`config.mk`:
```
export PLATFORM = sky130hd
export DESIGN_NAME = pgm_cmd_dr
export DESIGN_NICKNAME = d
export VERILOG_FILES = /design/src/rtl/pgm_cmd_dr_pkg.sv /design/src/rtl/pcd_shifter.sv /design/src/rtl/pcd_cmd_hold.sv /design/src/rtl/pcd_exec_gen.sv /design/src/rtl/pgm_cmd_dr.sv
export SDC_FILE = /design/constraint.sdc
export NUM_CORES = 1
export LEC_CHECK = 0
export ABC_AREA = 1
export BUFFER_PORTS_ARGS = -buffer_cell sky130_fd_sc_hd__buf_2
export CAP_MARGIN = 20
export CELL_PAD_IN_SITES_DETAIL_PLACEMENT = 0
export CELL_PAD_IN_SITES_GLOBAL_PLACEMENT = 2
export CORE_UTILIZATION = 26
export CTS_CLUSTER_SIZE = 20
export DETAILED_ROUTE_END_ITERATION = 12
export MAX_ROUTING_LAYER = met4
export PLACE_DENSITY = 0.72
export SYNTH_ARGS = -nofsm -noshare
export SYNTH_HDL_FRONTEND = slang
export SYNTH_SLANG_ARGS = --single-unit
```
`constraint.sdc`:
```
create_clock -name tck -period 0.8 [get_ports tck]
set_input_delay 0.24 -clock tck [delete_from_list [all_inputs] [get_ports tck]]
set_output_delay 0.24 -clock tck [all_outputs]
set_load 0.02 [all_outputs]
```
`src/rtl/pgm_cmd_dr_pkg.sv`:
```
package pgm_cmd_dr_pkg;

    typedef enum logic [2:0] {
        OP_NONE    = 3'd0,
        OP_CAPTURE = 3'd1,
        OP_SHIFT   = 3'd2,
        OP_UPDATE  = 3'd3,
        OP_IDLE    = 3'd4
    } scan_op_e;

    // Strobes are expected to be exclusive; a fixed priority keeps the
    // decode defined if more than one is high.
    function automatic scan_op_e decode_op(
        input logic sel,
        input logic cap,
        input logic sh,
        input logic upd,
        input logic idle
    );
        scan_op_e op;
        op = OP_NONE;
        if (sel) begin
            if (cap)       op = OP_CAPTURE;
            else if (sh)   op = OP_SHIFT;
            else if (upd)  op = OP_UPDATE;
            else if (idle) op = OP_IDLE;
        end
        return op;
    endfunction

endpackage

```
`src/rtl/pcd_shifter.sv`:
```
module pcd_shifter
    import pgm_cmd_dr_pkg::*;
#(
    parameter int W     = 15,
    parameter int RES_W = 15
) (
    input  logic             clk,
    input  logic             rst_n,
    input  scan_op_e         op,
    input  logic             ser_in,
    input  logic [RES_W-1:0] result,
    output logic [W-1:0]     chain
);

    typedef struct packed {
        logic [W-1:0] bits;
    } shf_state_t;

    shf_state_t   st_d, st_q;
    logic [W-1:0] result_ext;

    always_comb begin
        result_ext              = '0;
        result_ext[RES_W-1:0]   = result;
    end

    always_comb begin
        st_d = st_q;
        case (op)
            OP_CAPTURE: st_d.bits = result_ext;
            OP_SHIFT:   st_d.bits = {ser_in, st_q.bits[W-1:1]};
            default:    st_d.bits = st_q.bits;
        endcase
    end

    always_ff @(posedge clk or negedge rst_n) begin
        if (!rst_n) st_q <= '0;
        else        st_q <= st_d;
    end

    assign chain = st_q.bits;

endmodule

```
`src/rtl/pcd_cmd_hold.sv`:
```
module pcd_cmd_hold
    import pgm_cmd_dr_pkg::*;
#(
    parameter int W = 15
) (
    input  logic         clk,
    input  logic         rst_n,
    input  scan_op_e     op,
    input  logic [W-1:0] chain,
    output logic [W-1:0] cmd,
    output logic         apply
);

    typedef struct packed {
        logic [W-1:0] cmd;
        logic         apply;
    } hold_state_t;

    hold_state_t st_d, st_q;

    always_comb begin
        st_d       = st_q;
        st_d.apply = 1'b0;
        if (op == OP_UPDATE) begin
            st_d.cmd   = chain;
            st_d.apply = 1'b1;
        end
    end

    always_ff @(posedge clk or negedge rst_n) begin
        if (!rst_n) st_q <= '0;
        else        st_q <= st_d;
    end

    assign cmd   = st_q.cmd;
    assign apply = st_q.apply;

endmodule

```
`src/rtl/pcd_exec_gen.sv`:
```
module pcd_exec_gen
    import pgm_cmd_dr_pkg::*;
(
    input  logic     clk,
    input  logic     rst_n,
    input  scan_op_e op,
    output logic     fire
);

    typedef struct packed {
        logic armed;
        logic fire;
    } exec_state_t;

    exec_state_t st_d, st_q;

    always_comb begin
        st_d      = st_q;
        st_d.fire = 1'b0;
        case (op)
            OP_UPDATE: st_d.armed = 1'b1;
            OP_IDLE: begin
                st_d.fire  = st_q.armed;
                st_d.armed = 1'b0;
            end
            default: st_d.armed = st_q.armed;
        endcase
    end

    always_ff @(posedge clk or negedge rst_n) begin
        if (!rst_n) st_q <= '0;
        else        st_q <= st_d;
    end

    assign fire = st_q.fire;

endmodule

```
`src/rtl/pgm_cmd_dr.sv`:
```
module pgm_cmd_dr
    import pgm_cmd_dr_pkg::*;
#(
    parameter int W     = 15,
    parameter int RES_W = 15
) (
    input  logic             tck,
    input  logic             trst_n,
    input  logic             sel,
    input  logic             st_capture,
    input  logic             st_shift,
    input  logic             st_update,
    input  logic             st_idle,
    input  logic             tdi,
    output logic             tdo,
    output logic [W-1:0]     cmd_word,
    output logic             cmd_apply,
    output logic             exec_pulse,
    input  logic [RES_W-1:0] result_in
);

    scan_op_e     op;
    logic [W-1:0] chain;

    assign op = decode_op(sel, st_capture, st_shift, st_update, st_idle);

    pcd_shifter #(.W(W), .RES_W(RES_W)) u_shift (
        .clk    (tck),
        .rst_n  (trst_n),
        .op     (op),
        .ser_in (tdi),
        .result (result_in),
        .chain  (chain)
    );

    pcd_cmd_hold #(.W(W)) u_hold (
        .clk   (tck),
        .rst_n (trst_n),
        .op    (op),
        .chain (chain),
        .cmd   (cmd_word),
        .apply (cmd_apply)
    );

    pcd_exec_gen u_exec (
        .clk   (tck),
        .rst_n (trst_n),
        .op    (op),
        .fire  (exec_pulse)
    );

    assign tdo = sel ? chain[0] : 1'b0;

endmodule

```
* Yosys cells after proc, flatten, opt, wreduce, memory -nomap -nowiden
Cells that the tools add are included.
W data, S select, Z words.
** Storage, ports and cells
- Output and inout bits :: 18
- Register bits :: 33
- Logic and storage cells :: 21
- Input port bits :: 23
** Cells by class
- Multiplexer cells :: 10
- Reductions and logical operators :: 2
- Eq/ne operators :: 4
** Operators with widths (count)
- $pmux W15 S2 :: 1
- $mux W3 :: 5
- $eq A3 B2 Y1 const B :: 2
- $reduce_bool A2 Y1 :: 2
- $eq A3 B1 Y1 const B :: 1
- $eq A3 B3 Y1 const B :: 1
- $mux W1 :: 3
- $pmux W1 S2 :: 1

* Logic depth before layout (Yosys ltp)
- Depth after elaboration :: 7
- Depth in mapped cells :: 8
- Gate-level depth less buffers :: 6

* Cells and area by module
A second synthesis with hierarchy kept.
** Unflattened totals
- Cells, all modules :: 222
- Area, all modules :: 1829.3 µm²
** By module, submodules not included
- pcd_shifter :: sequential area each 375.4 µm², cells each 131, times used 1, area an instance 1017.2 µm²
- pcd_cmd_hold :: sequential area each 400.4 µm², cells each 70, times used 1, area an instance 683.2 µm²
- pcd_exec_gen :: sequential area each 50.0 µm², cells each 9, times used 1, area an instance 80.1 µm²
- pgm_cmd_dr :: sequential area each 0.0 µm², cells each 12, times used 1, area an instance 48.8 µm²

* Worst setup path after synthesis
OpenSTA, ideal clock, no wires.
- Kind :: input to register
- From :: in st_shift
- To :: reg u_hold.st_q (netlist bit u_hold.cmd[10])
- Required time :: 683 ps
- Library setup time :: 117 ps
- Arrival :: 898 ps
- Stages on the path :: 8
- Setup slack :: -215 ps
- Buffers on the path :: 2
- Cell sequence :: buf_4 -> inv_1 -> nand2_1 -> inv_1 -> nand2_2 -> buf_6 -> nand2_1 -> nand2_1
** Between the ends
- Longest elaborated chain between the ends :: 4
** Ends and longest elaborated chain
- start: declaration :: line pgm_cmd_dr.sv:11 : input logic st_shift,
- $mux W3 :: line pgm_cmd_dr_pkg.sv:24 : else if (sh) op = OP_SHIFT;
- $mux W3 :: line pgm_cmd_dr_pkg.sv:23 : if (cap) op = OP_CAPTURE;
- $mux W3 :: line pgm_cmd_dr_pkg.sv:22 : if (sel) begin
- $eq A3 B2 Y1 :: line pcd_cmd_hold.sv:24 : if (op == OP_UPDATE) begin
- end signal: assignment :: line pcd_cmd_hold.sv:32 : else st_q <= st_d;
- end: declaration :: line pcd_cmd_hold.sv:19 : hold_state_t st_d, st_q;
Every way passes these cells.
A chain may end at the register's enable or synchronous reset.

* Final worst setup path
- From :: reg u_shift.st_q (netlist bit u_shift.chain[0])
- To :: out tdo
** Between the ends
- Longest elaborated chain between the ends :: 1
** Ends and longest elaborated chain
- start: declaration :: line pcd_shifter.sv:19 : shf_state_t st_d, st_q;
- start signal: assignment :: line pcd_shifter.sv:38 : else st_q <= st_d;
- $mux W1 :: line pgm_cmd_dr.sv:52 : assign tdo = sel ? chain[0] : 1'b0;
- end: declaration :: line pgm_cmd_dr.sv:15 : output logic tdo,
Every way passes these cells.

==> impl_metrics.json <==
{
  "finalWirelength_um": 3498,
  "top_level_ports": 41,
  "cts_buffer_depth": 2,
  "ys_warn_count": 0,
  "n_antenna_cell": 0,
  "setup_slack_ns": -0.3295,
  "rsz0062_at_grt": "yes",
  "avgSynthCellArea_um2": 8.531,
  "finalCritPeriodShare_pct": 141.2,
  "crit_family": "flip-flops",
  "grt_max_degree": 34,
  "max_stage_delay_ns": 0.39,
  "critPathLaunchType": "register",
  "worstPathMaxFanout": 2,
  "fin_crit_ns": 1.129,
  "start_util_pct": 27.21,
  "setup-tns-final_ns": -4.537,
  "synth_top_area_share_pct": 58.67,
  "synth_area_um2": 1408,
  "vias": 1261,
  "cts_buffers": 5,
  "drt_iter0_markers": 89,
  "yosys-top-cells-count": "81 x nand2_1, 33 x dfrtp_1, 31 x nand3_1",
  "dr.pass1.iters": 4,
  "ys_seq_area_share_pct": 58.67,
  "drc": 0,
  "grt.total_usage_pct": 14.45,
  "core-area_um2": 5172,
  "dp.cells": 275,
  "path_cells": "nand2_1 > inv_1 > buf_6",
  "wire_per_inst_um": 11.90,
  "ant_nets": 0,
  "max_cap_violations": 0,
  "via_per_inst": 4.289,
  "drive_above_1_share_pct": 32.59,
  "final_util_pct": 39.45,
  "yosysMostFrequentCell": "nand2_1",
  "peakVddDrop_mv": 0.7789,
  "fill_cells": 554,
  "syn_nets": 188,
  "slew_viol_final": 0,
  "p_leak_nw": 1.084,
  "required_ns": 0.56,
  "finalSetupViolCount": 19,
  "dp_slack_ns": -0.3526,
  "violations": "setup timing",
  "insertion_delay_ns": 0.28,
  "htreeDepth": 2,
  "port_buffers": 40,
  "crit_buf_inv": 2,
  "p_per_area_nw_per_um2": 2265,
  "routabilityCongestion": 0.7767,
  "cp.arrival_ns": 0.89,
  "outcome": "complete, but fails checks",
  "grt_pass1_vias": 1224,
  "worst_setup_path_end_kind": "output pin",
  "max_clock_freq_mhz": 885.4,
  "netlist_top_cells_area": "dfrtp_1 59%, nand2_1 22%, nand3_1 11%",
  "syn_to_final_growth_pct": 44.98,
  "die_h_um": 75.58,
  "async_flop_share_pct": 100.0,
  "fp.dieArea_um2": 5712,
  "worst_pin_slew_ns": 0.3956,
  "slew_headroom_pct": 73.52,
  "hp-class": "in -> reg",
  "clock-sinks": 33,
  "synth_edf_count": 0,
  "cp_slowest_cell": "dfrtp_1",
  "overflow": 0,
  "place_hpwl_um": 2489,
  "die_w_um": 75.58,
  "antenna_found_initial": 0,
  "nets": 246,
  "synth-seq-cells": 33,
  "cts_root_buffer": "clkbuf_8",
  "layout.cells.non_filler": 294,
  "total_power_w": 0.004621,
  "grt_pass1_wl_um": 5865,
  "fp-row-count": 26,
  "ys_types": 13,
  "yosys_most_used_dff": "dfrtp_1",
  "worst-setup-path-type": "reg -> out",
  "tritoncts": "done",
  "clkSlewWorstSetupHoldPaths_ns": 0.07,
  "hold_viol_final": 0,
  "fin_skew_ns": 0.004964,
  "yosysTopAreaCell": "dfrtp_1",
  "syn_inst": 165
}
## report_power, final
part / switching (W) / total [W] / internal, W
logic: 0.000599 / 0.00125 / 0.000655
registers: 0.000220 / 0.00217 / 0.00195
clock network: 0.000596 / 0.00120 / 0.000602
total: 0.00142 / 0.00462 / 0.00321
## area by class of cell
| cell class | count | area, um^2 | area share [%] |
|---|---|---|---|
| Sequential cell | 33 | 825.8 | 40.47 |
| Multi-Input combinational cell | 118 | 528.0 | 25.87 |
| Timing Repair Buffer | 58 | 490.5 | 24.03 |
| Tap cell | 70 | 87.58 | 4.292 |
| Clock buffer | 6 | 72.57 | 3.556 |
| Inverter | 7 | 26.28 | 1.288 |
| Clock inverter | 2 | 10.01 | 0.4905 |
## routing by layer
layer / track usage (%) / vias to the layer above / part of all wire [%]
li1: - / 630 / -
met1: 18.62 / 596 / 47
met5: - / - / 0
met4: 6.173 / 0 / 2.0
met2: 21.92 / 30 / 48
met3: 3.175 / 5 / 3.6
## cells in the final DEF (no fill, tap or decap)
cell	netlist	layout
buf_12	0	3
buf_2	2	21
buf_4	2	15
buf_6	2	18
clkbuf_1	1	1
clkbuf_8	0	5
clkinv_2	0	2
dfrtp_1	33	33
dlygate4sd3_1	0	1
inv_1	5	3
inv_2	2	4
nand2_1	81	80
nand2_2	1	1
nand2_8	0	1
nand3_1	31	31
nor2_1	2	2
nor2_4	2	2
o21ai_4	0	1
## sequential cells by signal, summed over array words and instances, names as in the netlist
register / cells
u_exec.st_q: 1
u_shift.chain: 15
u_exec.fire: 1
u_hold.cmd: 15
u_hold.apply: 1
## worst register-to-register path, cell delays in order (launching register included)
cell and delay, ns:
dfrtp_1 0.39, buf_4 0.13, buf_4 0.12, nand2_1 0.05, nand2_1 0.04
## what timing repair did
item | 4_1_cts | 5_1_grt
gates resized for setup | 37 | 2
setup endpoints to repair | 33 | 22
pin swaps | 1 | 0
buffers inserted | 7 | 3
hold endpoints to repair | 33 | 0
hold buffers | 1 | 0
## per-stage QoR
step	area (um^2)	hold slack, ns
floorplan	1425	-0.05559
global placement	1742	0.2092
detailed placement	1742	0.2096
CTS	2007	0.1735
global route	2041	0.1837
finish	2041	0.1798
## path summary, 6_finish.rpt
check                           slack (ns)  depth (start not counted)        startpoint                 to
worst max-delay path                 -0.33                          3  u_shift.chain[0]                tdo
worst min register to register        0.47                          2    u_exec.st_q[1]     u_exec.st_q[1]
worst min-delay path                  0.18                          3     result_in[13]  u_shift.chain[13]
max in group asynchronous             0.17                          3            trst_n   u_shift.chain[1]
worst max register to register       -0.04                          4     u_hold.cmd[5]      u_hold.cmd[5]
min in group asynchronous             0.44                          3            trst_n      u_hold.cmd[1]
## cell families (layout without fill, tap and decap cells)
kind of cell,count (synthesis),after routing,share of synthesized area [%]
flops,33,33,58.67
simple gates,117,117,35.20
buf+inv,14,73,5.511
compound gates,1,1,0.6223
Note: power is estimated with default switching activity, not from simulation.
